--- src/rtl/irqc_pkg.sv ---
package irqc_pkg;
    localparam int NPER    = 13;
    localparam int NMSK    = NPER + 2;
    localparam int IDX_W   = $clog2(NMSK + 1);
    localparam int VEC_W   = 16;
    localparam int SCI_N   = 5;
    localparam int SCI_A   = SCI_N - 1;
    localparam logic [VEC_W-1:0] VEC_TOP = 16'hFFF2;
    localparam logic [VEC_W-1:0] VEC_NMI = 16'hFFF4;

    typedef enum logic [1:0] {
        XS_BOOT_HELD = 2'd0,
        XS_OPEN      = 2'd1,
        XS_SVC_HELD  = 2'd2
    } xmask_state_t;
endpackage

--- src/rtl/irqc_req_gate.sv ---
module irqc_req_gate
    import irqc_pkg::*;
(
    input  logic             i_mask,
    input  logic             irq_level,
    input  logic             strobe_flag,
    input  logic             strobe_arm,
    input  logic [NPER-1:0]  per_flag,
    input  logic [NPER-1:0]  per_arm,
    input  logic [SCI_N-1:0] sci_flag,
    input  logic [SCI_A-1:0] sci_arm,
    output logic [NMSK-1:0]  req
);
    logic [NMSK-1:0]  raw;
    logic [SCI_A-1:0] sci_hit;

    // receive-full and overrun share the first serial arm
    assign sci_hit[0] = (sci_flag[0] | sci_flag[1]) & sci_arm[0];
    for (genvar j = 2; j < SCI_N; j++) begin : g_sci
        assign sci_hit[j-1] = sci_flag[j] & sci_arm[j-1];
    end

    assign raw[0] = irq_level | (strobe_flag & strobe_arm);
    for (genvar k = 1; k <= NPER; k++) begin : g_per
        assign raw[k] = per_flag[k-1] & per_arm[k-1];
    end
    assign raw[NMSK-1] = |sci_hit;

    assign req = i_mask ? '0 : raw;
endmodule

--- src/rtl/irqc_prio_sel.sv ---
module irqc_prio_sel
    import irqc_pkg::*;
(
    input  logic              clk,
    input  logic              rst_n,
    input  logic [NMSK-1:0]   req,
    input  logic              xirq_req,
    input  logic [IDX_W-1:0]  prom_idx,
    output logic              valid,
    output logic              nmi,
    output logic [VEC_W-1:0]  vec
);
    logic [IDX_W-1:0] win_idx;
    logic             found;

    always_comb begin
        win_idx = '0;
        found   = 1'b0;
        for (int k = NMSK - 1; k >= 0; k--) begin
            if (req[k]) begin
                win_idx = IDX_W'(k);
                found   = 1'b1;
            end
        end
        for (int k = 0; k < NMSK; k++) begin
            if (IDX_W'(k) == prom_idx && req[k]) win_idx = IDX_W'(k);
        end
    end

    always_comb begin
        nmi   = xirq_req;
        valid = xirq_req | found;
        if (xirq_req)   vec = VEC_NMI;
        else if (found) vec = VEC_TOP - VEC_W'({win_idx, 1'b0});
        else            vec = '0;
    end

    p_nmi_vec_r4: assert property (@(posedge clk) disable iff (!rst_n)
        xirq_req |-> (vec == VEC_NMI && valid));
    p_idle_vec_r3: assert property (@(posedge clk) disable iff (!rst_n)
        (req == '0 && !xirq_req) |-> (vec == '0 && !valid));
endmodule

--- src/rtl/irqc_mask_fsm.sv ---
module irqc_mask_fsm
    import irqc_pkg::*;
(
    input  logic clk,
    input  logic rst_n,
    input  logic eff_ack,
    input  logic ack_nmi,
    input  logic rti_restore,
    input  logic saved_i,
    input  logic saved_x,
    input  logic mask_wr,
    input  logic mask_wr_i,
    input  logic mask_wr_x,
    output logic i_mask,
    output logic x_mask
);
    xmask_state_t state, state_nx;
    logic         i_nx;

    always_ff @(posedge clk or negedge rst_n) begin
        if (!rst_n) begin
            state  <= XS_BOOT_HELD;
            i_mask <= 1'b1;
        end else begin
            state  <= state_nx;
            i_mask <= i_nx;
        end
    end

    always_comb begin
        state_nx = state;
        unique case (state)
            XS_BOOT_HELD, XS_SVC_HELD: begin
                if (eff_ack)                     state_nx = state;
                else if (rti_restore)            state_nx = saved_x ? state : XS_OPEN;
                else if (mask_wr && !mask_wr_x)  state_nx = XS_OPEN;
            end
            XS_OPEN: begin
                if (eff_ack)                     state_nx = ack_nmi ? XS_SVC_HELD : XS_OPEN;
                else if (rti_restore && saved_x) state_nx = XS_SVC_HELD;
            end
            default: state_nx = XS_BOOT_HELD;
        endcase
    end

    always_comb begin
        if (eff_ack)          i_nx = 1'b1;
        else if (rti_restore) i_nx = saved_i;
        else if (mask_wr)     i_nx = mask_wr_i;
        else                  i_nx = i_mask;
        x_mask = (state != XS_OPEN);
    end

    p_no_sw_xset_r8: assert property (@(posedge clk) disable iff (!rst_n)
        (!x_mask && !eff_ack && !rti_restore) |=> !x_mask);
    p_restore_r9: assert property (@(posedge clk) disable iff (!rst_n)
        (rti_restore && !eff_ack) |=> (i_mask == $past(saved_i) && x_mask == $past(saved_x)));
    p_ack_i_r10: assert property (@(posedge clk) disable iff (!rst_n)
        eff_ack |=> i_mask);
endmodule

--- src/rtl/irq_vector_ctrl.sv ---
module irq_vector_ctrl
    import irqc_pkg::*;
(
    input  logic              clk,
    input  logic              rst_n,
    input  logic              irq_level,
    input  logic              strobe_flag,
    input  logic              strobe_arm,
    input  logic [NPER-1:0]   per_flag,
    input  logic [NPER-1:0]   per_arm,
    input  logic [SCI_N-1:0]  sci_flag,
    input  logic [SCI_A-1:0]  sci_arm,
    input  logic              xirq,
    input  logic              cpu_ack,
    input  logic              rti_restore,
    input  logic              saved_i,
    input  logic              saved_x,
    input  logic              mask_wr,
    input  logic              mask_wr_i,
    input  logic              mask_wr_x,
    input  logic              prom_wr,
    input  logic [IDX_W-1:0]  prom_sel,
    output logic              int_req,
    output logic              nmi_win,
    output logic [VEC_W-1:0]  vec_now,
    output logic [VEC_W-1:0]  vec_held,
    output logic              i_mask,
    output logic              x_mask
);
    logic [NMSK-1:0]  req;
    logic [IDX_W-1:0] prom_q;
    logic             eff_ack;

    irqc_req_gate u_gate (
        .i_mask(i_mask), .irq_level(irq_level), .strobe_flag(strobe_flag),
        .strobe_arm(strobe_arm), .per_flag(per_flag), .per_arm(per_arm),
        .sci_flag(sci_flag), .sci_arm(sci_arm), .req(req)
    );

    irqc_prio_sel u_prio (
        .clk(clk), .rst_n(rst_n), .req(req), .xirq_req(xirq & ~x_mask),
        .prom_idx(prom_q), .valid(int_req), .nmi(nmi_win), .vec(vec_now)
    );

    assign eff_ack = cpu_ack & int_req;

    irqc_mask_fsm u_mask (
        .clk(clk), .rst_n(rst_n), .eff_ack(eff_ack), .ack_nmi(nmi_win),
        .rti_restore(rti_restore), .saved_i(saved_i), .saved_x(saved_x),
        .mask_wr(mask_wr), .mask_wr_i(mask_wr_i), .mask_wr_x(mask_wr_x),
        .i_mask(i_mask), .x_mask(x_mask)
    );

    always_ff @(posedge clk or negedge rst_n) begin
        if (!rst_n) begin
            prom_q   <= '0;
            vec_held <= '0;
        end else begin
            if (prom_wr) prom_q <= prom_sel;
            if (eff_ack) vec_held <= vec_now;
        end
    end

    p_ack_latch_r7: assert property (@(posedge clk) disable iff (!rst_n)
        (cpu_ack && int_req) |=> (i_mask && vec_held == $past(vec_now)));
    p_nmi_ack_x_r7: assert property (@(posedge clk) disable iff (!rst_n)
        (cpu_ack && nmi_win) |=> x_mask);
    p_held_stable_r7: assert property (@(posedge clk) disable iff (!rst_n)
        !(cpu_ack && int_req) |=> $stable(vec_held));
    p_masked_quiet_r2: assert property (@(posedge clk) disable iff (!rst_n)
        (i_mask && !nmi_win) |-> !int_req);
endmodule

--- config.mk ---
export PLATFORM = sky130hd
export DESIGN_NAME = irq_vector_ctrl
export DESIGN_NICKNAME = d
export VERILOG_FILES = /design/src/rtl/irqc_pkg.sv /design/src/rtl/irqc_req_gate.sv /design/src/rtl/irqc_prio_sel.sv /design/src/rtl/irqc_mask_fsm.sv /design/src/rtl/irq_vector_ctrl.sv
export SDC_FILE = /design/constraint.sdc
export NUM_CORES = 1
export LEC_CHECK = 0
export CAP_MARGIN = 20
export CORE_ASPECT_RATIO = 1.5
export CORE_MARGIN = 10
export CORE_UTILIZATION = 30
export CTS_CLUSTER_SIZE = 24
export DETAILED_ROUTE_END_ITERATION = 8
export MAX_ROUTING_LAYER = met4
export PLACE_DENSITY_LB_ADDON = 0.1
export SYNTH_ARGS = -nofsm -noshare
export SYNTH_HDL_FRONTEND = slang
export SYNTH_HIERARCHICAL = 1
export SYNTH_SLANG_ARGS = --single-unit
--- constraint.sdc ---
create_clock -name clk -period 4.4 [get_ports clk]
set_input_delay 0.88 -clock clk [delete_from_list [all_inputs] [get_ports clk]]
set_output_delay 0.88 -clock clk [all_outputs]
set_load 0.05 [all_outputs]
; After elaboration in Yosys (flattened, before gate mapping)
; Index checks and enable logic that the tools add are counted.
[totals]
n_memories = 0
romBits = 0
ramBits = 0
inputBits = 53
latchBits = 0
ff_bits = 23
output_inout_bits = 36
[op_classes]
bitwise_logic = 24
mux = 59
add_sub_neg = 1
multipliers = 0
n_shift = 0
eq_ne = 21
reduce_logical = 24
n_div = 0
order_cmp = 0
[op_table]
columns = cell, n
row1 = two-way mux 4 bit, 30
row2 = two-way mux 16 bit, 2
row3 = "== test 4 bit, first input constant", 7
row4 = AND 1 bit, 20
row5 = two-way mux 1 bit, 18
row6 = logical AND 1 bit, 17
row7 = "== test 3 x 4 -> 1 bit, first input constant", 4
row8 = two-way mux 15 bit, 1
row9 = two-way mux 2 bit, 7
row10 = "== test 2 x 4 -> 1 bit, first input constant", 2
row11 = "subtractor 5 x 6 -> 7 bit, first input constant", 1
row12 = "inequality test 3 x 2 -> 1 bit, second input constant", 2
row13 = "== test 1 x 4 -> 1 bit, first input constant", 1
row14 = zero test 4 bit, 1
row15 = one-hot mux 2 bit (2 select lines), 1
row16 = AND reduction 4 bit, 1
row17 = OR reduction 4 bit, 1
row18 = "inequality test 3 bit, second input constant", 1
row19 = OR 1 bit, 3
row20 = nonzero test 3 bit, 1
row21 = "== test 2 x 1 -> 1 bit, second input constant", 1
row22 = "== test 2 bit, second input constant", 1
row23 = zero test 2 bit, 1
row24 = "inequality test 2 x 1 -> 1 bit, second input constant", 1
row25 = 4 further kinds, 4

; Logic depth before layout (Yosys ltp)
; Gate-level depths: netlist of the first run.
[logic_depth]
depth_word = 37
depth_mapped = 12

; Hierarchy
; The synthesis of the first run kept the hierarchy.
[modules_own_cells]
columns = mod, n_inst, cells_per_inst, area_per_inst_um2
row1 = irq_vector_ctrl, 1, 44, 800.8
row2 = irqc_prio_sel, 1, 102, 670.6
row3 = irqc_mask_fsm, 1, 17, 181.4
row4 = irqc_req_gate, 1, 33, 140.1

; Worst setup path before layout of the first run
; Ideal clock, no wire load.
[synth_timing]
path_type = in2out
startpoint = in sci_flag[1]
endpoint = out vec_now[3]
path_slack_ns = -0.231
path_stages = 9
path_buffers = 0
t_arrival_ns = 3.751
path_cell_list = o21ai_0 -> a31oi_1 -> inv_1 -> o311ai_0 -> a311oi_1 -> o41ai_1 -> a21oi_1 -> ha_1 -> nor3b_1
[synth_between]
elab_chain_cells = 37
[synth_rtl]
columns = element, line_no
row1 = from (decl), irq_vector_ctrl.sv:11  ; input logic [SCI_N-1:0] sci_flag,
row2 = OR 1 bit (*), irqc_req_gate.sv:18  ; assign sci_hit[0] = (sci_flag[0] | sci_flag[1]) & sci_arm[0];
row3 = AND 1 bit (*), irqc_req_gate.sv:18
row4 = OR reduction 4 bit (*), irqc_req_gate.sv:27  ; assign raw[NMSK-1] = |sci_hit;
row5 = two-way mux 15 bit (*), irqc_req_gate.sv:29  ; assign req = i_mask ? '0 : raw;
row6 = net req[14], irq_vector_ctrl.sv:30  ; logic [NMSK-1:0] req;
row7 = two-way mux 4 bit (15 in series), irqc_prio_sel.sv:20  ; if (req[k]) begin
row8 = two-way mux 4 bit (15 in series), irqc_prio_sel.sv:26  ; if (IDX_W'(k) == prom_idx && req[k]) win_idx = IDX_W'(k);
row9 = subtractor 5 x 6 -> 7 bit, irqc_prio_sel.sv:34  ; else if (found) vec = VEC_TOP - VEC_W'({win_idx, 1'b0});
row10 = two-way mux 16 bit (*), irqc_prio_sel.sv:34
row11 = two-way mux 16 bit (*), irqc_prio_sel.sv:33  ; if (xirq_req) vec = VEC_NMI;
row12 = to (decl), irq_vector_ctrl.sv:25  ; output logic [VEC_W-1:0] vec_now,
; Mark *: on every way through the listed nets, which the timed path passes. The rest lies on a longest branch.

; Worst setup path in the final report of the first run
[layout_timing]
startpoint = in sci_arm[2]
endpoint = out vec_now[4]
[layout_between]
elab_chain_cells = 36
[layout_rtl]
columns = element, line_no
row1 = from (decl), irq_vector_ctrl.sv:12  ; input logic [SCI_A-1:0] sci_arm,
row2 = AND 1 bit (*), irqc_req_gate.sv:20  ; assign sci_hit[j-1] = sci_flag[j] & sci_arm[j-1];
row3 = OR reduction 4 bit (*), irqc_req_gate.sv:27
row4 = two-way mux 15 bit (*), irqc_req_gate.sv:29
row5 = net req[14], irq_vector_ctrl.sv:30
row6 = two-way mux 4 bit (15 in series), irqc_prio_sel.sv:20
row7 = two-way mux 4 bit (15 in series), irqc_prio_sel.sv:26
row8 = subtractor 5 x 6 -> 7 bit, irqc_prio_sel.sv:34
row9 = two-way mux 16 bit (*), irqc_prio_sel.sv:34
row10 = two-way mux 16 bit (*), irqc_prio_sel.sv:33
; Marks and branches as above.

==> results of run 1 <==
through the flow:
| stage | std cells | worst slack [ns] |
|---|---|---|
| after CTS | 355 | 0.0456 |
| after global placement | 351 | -0.0613 |
| final | 358 | 0.132 |
| after global routing | 358 | -0.00422 |
| after detailed placement | 351 | -0.0824 |
| after floorplan | 196 | 0.293 |
critical path, stage by stage:
cell and delay (ns):
clkdlybuf4s50_1 0.45, nand2_1 0.06, a31oi_2 0.19, inv_1 0.08, o311ai_1 0.26, a311oi_1 0.15, o41ai_2 0.39, a21oi_1 0.12
ha_2 0.21, a311o_2 0.37, nand2_4 0.08, buf_12 0.13
sequential cells by signal, summed over array words and instances, names as in the netlist:
name / flops
vec_held: 16
u_mask/i_mask: 1
prom_q: 4
u_mask/state: 2
logic make-up after synthesis:
group	synth area share, %
compound gates	15.1
flops	32.2
other cells	0.209
buf+inv	10.1
mux	20.2
fa+ha+maj	0.698
simple gates	21.6
cell usage in the layout (no fill, tap or decap), types with 2 or more instances in the layout:
master           instances
nand2_4                  2
mux2_2                  13
dlymetal6s2s_1           5
nor2_1                  25
a21oi_1                  6
buf_4                   28
buf_12                   4
dfrtp_1                 22
nor3_1                   7
a211oi_1                 3
inv_1                    9
nor2b_1                  4
clkbuf_8                 3
mux2_4                   9
o21ai_0                  6
clkdlybuf4s50_1         66
nor4_1                   2
nand2_1                 19
a31oi_2                  2
nor4b_2                  2
a311o_2                  2
nand2b_1                 5
a31oi_1                  3
mux2i_1                  8
cell usage after synthesis (2+ instances only):
library cell  count
nand2_1          20
a21oi_1           6
buf_4            12
nand2b_1          5
nor3_1            7
mux2_2           13
mux2_4            9
buf_6             2
o21ai_0           7
inv_1             9
a211oi_1          3
mux2i_1           8
a311o_2           2
nor4b_1           2
a31oi_1           5
dfrtp_1          22
nor4_1            2
nor3b_1           2
nor2b_1           4
buf_2             3
nor2_1           25
how the worst max path moves through the flow:
stage | slack, ns | cells past startpoint | endpoint
floorplan | 0.29 | 9 | vec_now[3]
global placement | -0.06 | 12 | vec_now[4]
global route | -0.004 | 12 | vec_now[4]
detailed placement | -0.08 | 12 | vec_now[4]
finish | 0.13 | 12 | vec_now[4]
CTS | 0.05 | 13 | vec_now[4]
power by group through the flow:
| stage | clock network (mW) | registers [mW] | logic (mW) |
|---|---|---|---|
| 5_1_grt | 0.147 | 0.370 | 1.29 |
| 4_1_cts | 0.138 | 0.357 | 1.20 |
| 3_5_place_dp | 0 | 0.358 | 1.20 |
| 2_1_floorplan | 0 | 0.586 | 0.576 |
| 3_3_place_gp | 0 | 0.357 | 1.20 |
| 6_report | 0.130 | 0.357 | 1.23 |
per-layer routing:
metal / share of wire, % / global-route usage [%]
met1: 44 / 13.6
met2: 51 / 21.2
met3: 4.2 / 2.28
met4: 0.69 / 2.51
met5: 0 / -
final cells by class:
cell class	count	area share, %
timing repair buffer	104	35.8
clock buffer	3	1.44
multi-input combinational	146	38.1
sequential	23	20.1
inverter	9	1.18
tap	72	3.14
clock inverter	1	0.174
repair_timing:
item,in CTS,in global routing
gates resized for setup,1,16
pin swaps,1,8
buffers inserted,0,2
endpoints found under the setup margin,2,2
==> metrics.md, run 1 <==
| Metric | Value |
|---|---|
| DRC | `0` |
| Worst-path maximum fanout | `2` |
| Power Density | `598 nW/um^2` |
| Final Wtd Congestion | `0.903` |
| CTS tree | `done` |
| Hold Vio Cnt, Final | `0` |
| FILL cells | `617` |
| Hpwl dp | `4740 um` |
| Total Routing Usage GR | `11.9%` |
| # IOs | `89` |
| Fin crit period | `4.27 ns` |
| Synth area leaders | `dfrtp_1 31%, mux2_2 8.2%, mux2_4 7.5%` |
| Row count | `34` |
| R2R cell count | `11` |
| Slew @ Worst Pin | `0.703 ns` |
| Die ar. | `9530 um^2` |
| Initial antenna violation count | `0` |
| Die width | `83.1 um` |
| Final setup TNS | `0 ns` |
| Slew headroom | `53.0%` |
| Pin count of the biggest net entering global routing | `24` |
| Class of the worst hold path | `register to register` |
| Avg Synthesized Cell Area | `9.15 um^2` |
| Fin Clk Skew | `0.00117 ns` |
| Area growth syn-to-layout | `60.1%` |
| Critical path arrival | `3.39 ns` |
| Cell area after layout | `2870 um^2` |
| Pleak | `1.22 nW` |
| R2r setup slk | `1.14 ns` |
| Comb power frac | `71.6%` |
| Cells after synthesis | `196` |
| Seq/Total Area, Yosys | `32.2%` |
| DRT Pass-1 Iters | `4` |
| Hold_sp | `vec_held[14]` |
| PortBufs | `87` |
| Avg WL per Cell | `16.2 um` |
| Post-synth EDFFs | `0` |
| DP Area | `2730 um^2` |
| Critical Path End Type | `output port` |
| Switching Share | `50.3%` |
| Die height | `115 um` |
| Antenna viol nets, final | `0` |
| Vias in the first global route | `1942` |
| Critical Path RT | `3.52 ns` |
| Initial cell density of the core | `31.0%` |
| Area of the multi-input gates | `1090 um^2` |
| Deepest clock path buffer count | `2` |
| Max Transition Viols Final | `0` |
| Clock buffer count from CTS | `3` |
| Cell Area, Synth | `1790 um^2` |
| Critical path launch point | `sci_arm[2]` |
| Total Power | `1.72 mW` |
| Post-synthesis cell type count | `49` |
| Final net count | `341` |
| Clock power share | `7.6%` |
| DRT Wirelength | `5790 um` |
| Max-cap violations | `0` |
| Endpoints failing setup | `0` |
| Fmax | `234 MHz` |
| Post-CTS Hold Buffers | `0` |
| Share of layout cells above drive strength 1 | `26.2%` |
| CTS Root Cell | `clkbuf_8` |
| Hold Path Sink | `vec_held[14]` |
| Sw power | `0.863 mW` |
| Status | `finished, final reports clean` |
| Worst skew pair latency | `0.26 ns` |
| Fin Hold WS | `0.508 ns` |
| First-pass GRT wire length | `9430 um` |
| Tcrit/Tclk final | `97.0%` |
| Initial drt markers | `99` |
| Syn Nets | `250` |
| FF+latch area | `577 um^2` |
| Max VDD drop | `528 uV` |
| Yosys synthesis warning count | `6` |
| CTS sink cnt | `23` |
| Vias per cell | `4.92` |
| Register share of total power | `20.8%` |
| Reg2reg end | `u_mask/state[1]` |
| Core Box Area | `5790 um^2` |
| RR Startpoint | `u_mask/i_mask` |
| Util after Layout | `49.6%` |
| H-tree Lvls | `1` |
| Reg clk slew, reported paths | `0.08 ns` |
| Design internal power | `0.854 mW` |
| DR vias | `1761` |
| Worst hold stages | `1` |
| Main synth FF type | `dfrtp_1` |
| Ys async rst share | `100%` |
| CP Launch Type | `input port` |
| GRT overflow | `0` |
| Yosys top cell area share | `30.7%` |
| Crit path kind | `input port to output port` |
| Dominant cell type by area after synthesis | `dfrtp_1` |
| Antenna diodes | `0` |
| Synthesized flop and latch total | `23` |
No activity file was read; power rests on OpenSTA's default activity.
==> inputs of run 2 (changes only) <==
CORE_ASPECT_RATIO = 0.6   (was 1.5)
SYNTH_HIERARCHICAL = default   (was 1)
==> metrics.md, run 2 <==
| Metric | Value |
|---|---|
| Status | `finished, final reports clean (unchanged)` |
| Final WS setup | `0.118 ns (was 0.132 ns)` |
| Class of the worst hold path | `register to register (unchanged)` |
| Sw power | `0.592 mW (was 0.863 mW)` |
| PortBufs | `86 (was 87)` |
| Deepest clock path buffer count | `2 (unchanged)` |
| Seq/Total Area, Yosys | `21.3% (was 32.2%)` |
| Critical Path RT | `3.52 ns (about the same)` |
| CTS tree | `done (unchanged)` |
| Max reg flops | `6 (was 16)` |
| Max VDD drop | `221 uV (was 528 uV)` |
| Clock power share | `9.8% (was 7.6%)` |
| Most common library cell in the layout ignoring fill and taps | `clkdlybuf4s50_1 (unchanged)` |
| Synth area leaders | `dfrtp_1 20%, buf_4 9.8%, mux2_2 5.1% (was dfrtp_1 31%, mux2_2 8.2%, mux2_4 7.5%)` |
| Max stage delay cell, worst path | `a222oi_1 (was clkdlybuf4s50_1)` |
| Core Box Area | `5000 um^2 (was 5790 um^2)` |
| DRT Pass-1 Iters | `4 (unchanged)` |
| Final net count | `313 (was 341)` |
| Switching Share | `52.6% (was 50.3%)` |
| Synthesized flop and latch total | `13 (was 23)` |
| Post-synthesis cell type count | `59 (was 49)` |
| Tcrit/Tclk final | `97.3% (was 97.0%)` |
| # IOs | `89 (unchanged)` |
| DRC | `0 (unchanged)` |
| DR vias | `1694 (was 1761)` |
| Cell with the most instances after synthesis | `buf_4 (was nor2_1)` |
| Most frequent cells after synthesis | `20 x buf_4, 19 x nand2_1, 15 x nor2_1 (was 25 x nor2_1, 22 x dfrtp_1, 20 x nand2_1)` |
| Vias per cell | `5.23 (was 4.92)` |
| Yosys synthesis warning count | `0 (was 6)` |
| Initial drt markers | `144 (was 99)` |
| Row count | `20 (was 34)` |
| First-pass GRT wire length | `8660 um (was 9430 um)` |
| CTS sink cnt | `13 (was 23)` |
| Pleak | `0.942 nW (was 1.22 nW)` |
| Unrepaired setup endpoints after global routing | `no` |
| Max-cap violations | `0 (unchanged)` |
| Comb power frac | `73.6% (was 71.6%)` |
| Critical path arrival | `3.40 ns (was 3.39 ns)` |
| DRT Wirelength | `5590 um (was 5790 um)` |
| Most frequent cells in the layout | `70 x clkdlybuf4s50_1, 19 x nand2_1, 15 x nor2_1, 15 x buf_4, 14 x a21oi_1 (was 66 x clkdlybuf4s50_1, 28 x buf_4, 25 x nor2_1, 22 x dfrtp_1, 19 x nand2_1)` |
| GRT overflow | `0 (unchanged)` |
| CP Launch Type | `input port (unchanged)` |
| Cells after synthesis | `189 (was 196)` |
| Design internal power | `0.533 mW (was 0.854 mW)` |
| Critical Path End Type | `output port (unchanged)` |
| Worst skew pair latency | `0.25 ns (was 0.26 ns)` |
| Antenna viol nets, final | `0 (unchanged)` |
| Antenna diodes | `0 (unchanged)` |
| Fin Clk Skew | `0.00388 ns (was 0.00117 ns)` |
| Die height | `75.4 um (was 115 um)` |
| Fin crit period | `4.28 ns (was 4.27 ns)` |
| CTS Root Cell | `clkbuf_8 (unchanged)` |
| Yosys top cell area share | `19.6% (was 30.7%)` |
| Final Wtd Congestion | `0.920 (was 0.903)` |
| Clock buffer count from CTS | `3 (unchanged)` |
| Endpoints failing setup | `0 (unchanged)` |
| Avg WL per Cell | `17.3 um (was 16.2 um)` |
| Fmax | `234 MHz (about the same)` |
| WL met1 | `2870 um (was 2560 um)` |
| Pin count of the biggest net entering global routing | `16 (was 24)` |
| Main synth FF type | `dfrtp_1 (unchanged)` |
| Initial cell density of the core | `30.6% (was 31.0%)` |
| Avg Synthesized Cell Area | `8.12 um^2 (was 9.15 um^2)` |
| Share of layout cells above drive strength 1 | `17.1% (was 26.2%)` |
| H-tree Lvls | `1 (unchanged)` |
| Area growth syn-to-layout | `57.7% (was 60.1%)` |
| Worst-path cell chain | `clkdlybuf4s50_1, a222oi_1, buf_4, nand3_1, a31oi_1, a2111o_1, o21a_1, ha_1, xnor2_2, o21ai_2, buf_12 (was clkdlybuf4s50_1, nand2_1, a31oi_2, inv_1, o311ai_1, a311oi_1, o41ai_2, a21oi_1, ha_2, a311o_2, nand2_4, buf_12)` |
| Crit path kind | `input port to output port (unchanged)` |
| Crit-path max cell delay | `0.69 ns (was 0.45 ns)` |
| Biggest register | `vec_held (unchanged)` |
| Final setup TNS | `0 ns (unchanged)` |
| WL met2 | `2310 um (was 2950 um)` |
| Setup Slack @ Placement | `0.0732 ns (was -0.0824 ns)` |
| Metal3 WL | `375 um (was 243 um)` |
| Hpwl dp | `4820 um (was 4740 um)` |
| Cell Area, Synth | `1530 um^2 (was 1790 um^2)` |
| Hold Vio Cnt, Final | `0 (unchanged)` |
| Reg clk slew, reported paths | `0.06 ns (was 0.08 ns)` |
| Slew @ Worst Pin | `0.736 ns (was 0.703 ns)` |
| Top flop regs | `vec_held (6), prom_q (4), u_mask.state (2) (was vec_held (16), prom_q (4), u_mask/state (2))` |
| Post-synth EDFFs | `0 (unchanged)` |
| Ys async rst share | `100% (unchanged)` |
| Register share of total power | `16.6% (was 20.8%)` |
| DR top layer | `met4 (unchanged)` |
| Die ar. | `8470 um^2 (was 9530 um^2)` |
| Dominant cell type by area after synthesis | `dfrtp_1 (unchanged)` |
| Slew headroom | `50.9% (was 53.0%)` |
| Initial antenna violation count | `0 (unchanged)` |
| Vias in the first global route | `1630 (was 1942)` |
| Total Routing Usage GR | `12.7% (was 11.9%)` |
| Worst-path maximum fanout | `4 (was 2)` |
| Fin Hold WS | `0.505 ns (was 0.508 ns)` |
| Max Transition Viols Final | `0 (unchanged)` |
| Power Density | `465 nW/um^2 (was 598 nW/um^2)` |
| Die width | `112 um (was 83.1 um)` |
==> run 2: cell count changes after synthesis, moves of 4 or more <==
cell / change
mux2_4: -9
dfrtp_1: -10
mux2_2: -6
nor3_1: -6
o21ai_0: -4
nor2_1: -10
nand3_1: +8
a21oi_1: +8
buf_4: +8
mux2i_1: -7
==> run 2: area by class of cell <==
class	count	area (um^2)
Clock buffer	3	41.3
Sequential cell	13	327
Fill cell	487	2590
Tap cell	66	82.6
Inverter	7	26.3
Multi-Input combinational cell	144	1020
Clock inverter	1	5.00
Timing Repair Buffer	90	913
==> run 2: routing by layer <==
layer,up-vias,track usage (%)
met3,2,2.20
met1,782,18.9
li1,836,-
met2,74,17.3
met5,-,-
met4,0,1.82
==> run 2: kinds of logic after synthesis <==
group / count (synthesis) / synth area share [%]
AOI/OAI and AO/OA: 61 / 31.1
adders and majority gates: 1 / 0.816
xor gates and xnor gates: 1 / 1.06
DFF: 13 / 21.3
buffers and inverters: 33 / 13.3
muxes: 10 / 8.73
and+or+nand+nor: 69 / 23.5
other: 1 / 0.244
==> run 2: power groups by stage <==
stage / sequential, mW / clock (mW) / combinational (mW)
after global placement: 0.187 / 0 / 0.829
after global routing: 0.194 / 0.119 / 0.874
final: 0.187 / 0.110 / 0.828
after CTS: 0.187 / 0.113 / 0.827
after detailed placement: 0.189 / 0 / 0.825
after floorplan: 0.244 / 0 / 0.480
==> run 2: final timing paths <==
kind | start | to | slack (ns) | cells past startpoint
worst max-delay path | sci_arm[1] | vec_now[4] | 0.12 | 11
worst min-delay path | vec_held[3] | vec_held[3] | 0.50 | 1
worst max register to register | u_mask.i_mask | vec_held[3] | 1.89 | 7
worst min register to register | vec_held[3] | vec_held[3] | 0.50 | 1
max in group asynchronous | rst_n | vec_held[3] | 2.99 | 1
min in group asynchronous | rst_n | u_mask.state[0] | 1.01 | 1
==> run 2: per-stage QoR <==
stage / area, um^2 / power [mW] / cells / utilization (%)
floorplan: 1540 / 0.724 / 190 / -
finish: 2420 / 1.12 / 324 / 48.3
CTS: 2400 / 1.13 / 323 / 47.9
global route: 2420 / 1.19 / 324 / 48.3
detailed placement: 2350 / 1.01 / 319 / 46.9
global placement: 2350 / 1.02 / 319 / 46.9
==> run 2: worst max-delay path, delay by kind of cell <==
kind / cells / cell delay (ns)
compound gates: 5 / 1.38
fa+ha+maj: 1 / 0.20
buf+inv: 3 / 0.79
simple gates: 1 / 0.07
xor+xnor: 1 / 0.09
==> run 2: timing repair <==
| action | CTS | global route |
|---|---|---|
| gates resized for setup | 0 | 3 |
| setup buffers | 0 | 1 |
| hold endpoints to repair | 0 | 0 |
| hold buffers | 0 | 0 |
| setup endpoints to repair | 0 | 3 |
==> inputs of run 3 (changes only) <==
CORE_MARGIN = default   (was 10)
==> metrics.md, run 3 (synthesized netlist as in run 2, its figures left out) <==
| Metric | Value |
|---|---|
| Status | `finished, final reports clean (unchanged)` |
| Area growth syn-to-layout | `55.7% (was 57.7%)` |
| Most common library cell in the layout ignoring fill and taps | `clkdlybuf4s50_1 (unchanged)` |
| Register share of total power | `17.2% (was 16.6%)` |
| GRT overflow | `0 (unchanged)` |
| Switching Share | `52.4% (was 52.6%)` |
| Vias in the first global route | `1526 (was 1630)` |
| Core Box Area | `4730 um^2 (was 5000 um^2)` |
| Critical path arrival | `3.37 ns (was 3.40 ns)` |
| Hpwl dp | `3910 um (was 4820 um)` |
| Final net count | `311 (was 313)` |
| Row count | `19 (was 20)` |
| Avg WL per Cell | `15.1 um (was 17.3 um)` |
| Sw power | `0.583 mW (was 0.592 mW)` |
| Worst-path maximum fanout | `5 (was 4)` |
| Util after Layout | `50.5% (was 48.3%)` |
| Antenna viol nets, final | `0 (unchanged)` |
| Clock buffer count from CTS | `3 (unchanged)` |
| Deepest clock path buffer count | `2 (unchanged)` |
| Worst-path cell chain | `clkdlybuf4s50_1, o21ai_0, a2111oi_1, or2_2, nor2_1, ha_1, xnor2_2, o21ai_2, buf_12 (was clkdlybuf4s50_1, a222oi_1, buf_4, nand3_1, a31oi_1, a2111o_1, o21a_1, ha_1, xnor2_2, o21ai_2, buf_12)` |
| CTS sink cnt | `13 (unchanged)` |
| Pin count of the biggest net entering global routing | `19 (was 16)` |
| Initial cell density of the core | `32.4% (was 30.6%)` |
| Critical path launch point | `sci_flag[1] (was sci_arm[1])` |
| Biggest register | `vec_held (unchanged)` |
| Reg clk slew, reported paths | `0.06 ns (about the same)` |
| Critical Path End Type | `output port (unchanged)` |
| Initial antenna violation count | `0 (unchanged)` |
| Total Power | `1.11 mW (was 1.12 mW)` |
| Final Wtd Congestion | `0.877 (was 0.920)` |
| DRT Wirelength | `4820 um (was 5590 um)` |
| RR Startpoint | `u_mask.i_mask (unchanged)` |
| Unrepaired setup endpoints after global routing | `no (unchanged)` |
| Endpoints failing setup | `0 (unchanged)` |
| Most frequent cells in the layout | `70 x clkdlybuf4s50_1, 19 x nand2_1, 15 x nor2_1, 14 x a21oi_1, 13 x buf_4 (was 70 x clkdlybuf4s50_1, 19 x nand2_1, 15 x nor2_1, 15 x buf_4, 14 x a21oi_1)` |
| CP endpoint | `vec_now[4] (unchanged)` |
| CTS Root Cell | `clkbuf_8 (unchanged)` |
| Final setup TNS | `0 ns (unchanged)` |
| Fin crit period | `4.25 ns (was 4.28 ns)` |
| WP buf/inv | `2 (was 3)` |
| Initial drt markers | `138 (was 144)` |
| Crit-path max cell delay | `0.83 ns (was 0.69 ns)` |
| Class of the worst hold path | `register to register (unchanged)` |
| Antenna diodes | `0 (unchanged)` |
| Worst skew pair latency | `0.24 ns (was 0.25 ns)` |
| Critical Path RT | `3.52 ns (about the same)` |
| Post-CTS Hold Buffers | `0 (unchanged)` |
| Crit path kind | `input port to output port (unchanged)` |
| Fin Clk Skew | `0.00321 ns (was 0.00388 ns)` |
| R2R cell count | `7 (unchanged)` |
| Top flop regs | `vec_held (6), prom_q (4), u_mask.state (2) (unchanged)` |
| Max stage delay cell, worst path | `a2111oi_1 (was a222oi_1)` |
| DRT Pass-1 Iters | `4 (unchanged)` |
| R2r setup slk | `1.79 ns (was 1.89 ns)` |
| Post-CTS setup buffers | `0 (unchanged)` |
| Clock power share | `9.7% (was 9.8%)` |
| Max reg flops | `6 (unchanged)` |
| Total Routing Usage GR | `18.6% (was 12.7%)` |
| CP top delay family | `compound AO/OA/AOI/OAI gates (unchanged)` |
| PortBufs | `86 (unchanged)` |
| CP Launch Type | `input port (unchanged)` |
| Slew @ Worst Pin | `0.811 ns (was 0.736 ns)` |
| Max VDD drop | `261 uV (was 221 uV)` |
| Tcrit/Tclk final | `96.7% (was 97.3%)` |
| # IOs | `89 (unchanged)` |
| Die height | `57.4 um (was 75.4 um)` |
| DR vias | `1706 (was 1694)` |
| CTS tree | `done (unchanged)` |
| Slew headroom | `45.8% (was 50.9%)` |
| H-tree Lvls | `1 (unchanged)` |
| Fmax | `235 MHz (was 234 MHz)` |
| Levels on crit path | `9 (was 11)` |
| Power Density | `465 nW/um^2 (about the same)` |
| Hold Vio Cnt, Final | `0 (unchanged)` |
| Die ar. | `5410 um^2 (was 8470 um^2)` |
| Pleak | `0.931 nW (was 0.942 nW)` |
| Die width | `94.3 um (was 112 um)` |
| First-pass GRT wire length | `7580 um (was 8660 um)` |
| Max-cap violations | `0 (unchanged)` |
| Reg2reg end | `vec_held[3] (unchanged)` |
| Comb power frac | `73.1% (was 73.6%)` |
| Share of layout cells above drive strength 1 | `15.6% (was 17.1%)` |
| DRC | `0 (unchanged)` |
| Max Transition Viols Final | `0 (unchanged)` |
| Design internal power | `0.529 mW (was 0.533 mW)` |
| Vias per cell | `5.35 (was 5.23)` |
## run 3: final cells by class
type | instances | area (um^2)
fillers | 473 | 2340
repair buffers | 88 | 898
multi-input cells | 144 | 1010
flip-flops and latches | 13 | 327
clock inverters | 1 | 5.00
well taps | 63 | 78.8
clock buffers | 3 | 41.3
inverters | 7 | 26.3
## run 3: worst min path at each step
| stage | start | endpoint | cells after the start |
|---|---|---|---|
| final | vec_held[3] | vec_held[3] | 1 |
| after global routing | vec_held[4] | vec_held[4] | 2 |
| after CTS | vec_held[3] | vec_held[3] | 1 |
| after detailed placement | vec_held[3] | vec_held[3] | 1 |
| after global placement | vec_held[3] | vec_held[3] | 1 |
| after floorplan | u_mask.state[1] | u_mask.state[1] | 2 |
## run 3: per-layer routing
metal	GRT usage, %	share of wire [%]	up-vias
met5	-	0	-
met3	2.93	9.0	2
met1	28.7	52	783
met4	1.98	0.31	0
met2	25.8	38	86
li1	-	-	835
## run 3: worst register-to-register path, stage by stage (launching register included)
cell	delay, ns
dfstp_2	0.75
or4b_1	0.23
a21oi_1	0.07
or2_2	0.29
a2111o_1	0.39
o21a_1	0.23
ha_1	0.32
a22o_1	0.21
## run 3: power by group through the flow
| stage | clock network, mW | registers (mW) | logic [mW] |
|---|---|---|---|
| after floorplan | 0 | 0.244 | 0.480 |
| after global placement | 0 | 0.191 | 0.810 |
| after detailed placement | 0 | 0.192 | 0.808 |
| after CTS | 0.111 | 0.190 | 0.812 |
| after global routing | 0.116 | 0.196 | 0.854 |
| final | 0.108 | 0.191 | 0.813 |
## run 3: through the flow
step	area [um^2]	instances	hold WS [ns]	worst slack, ns
4_1_cts	2380	319	0.509	0.0447
3_3_place_gp	2340	315	0.500	0.135
6_report	2390	319	0.524	0.146
5_1_grt	2390	319	0.558	0.00510
3_5_place_dp	2340	315	0.492	0.0927
2_1_floorplan	1540	190	0.523	0.118
## run 3: timing repair
item                                    in CTS  in global routing
gates resized for setup                      0                  1
hold endpoints to repair                     0                  0
endpoints found under the setup margin       0                  2
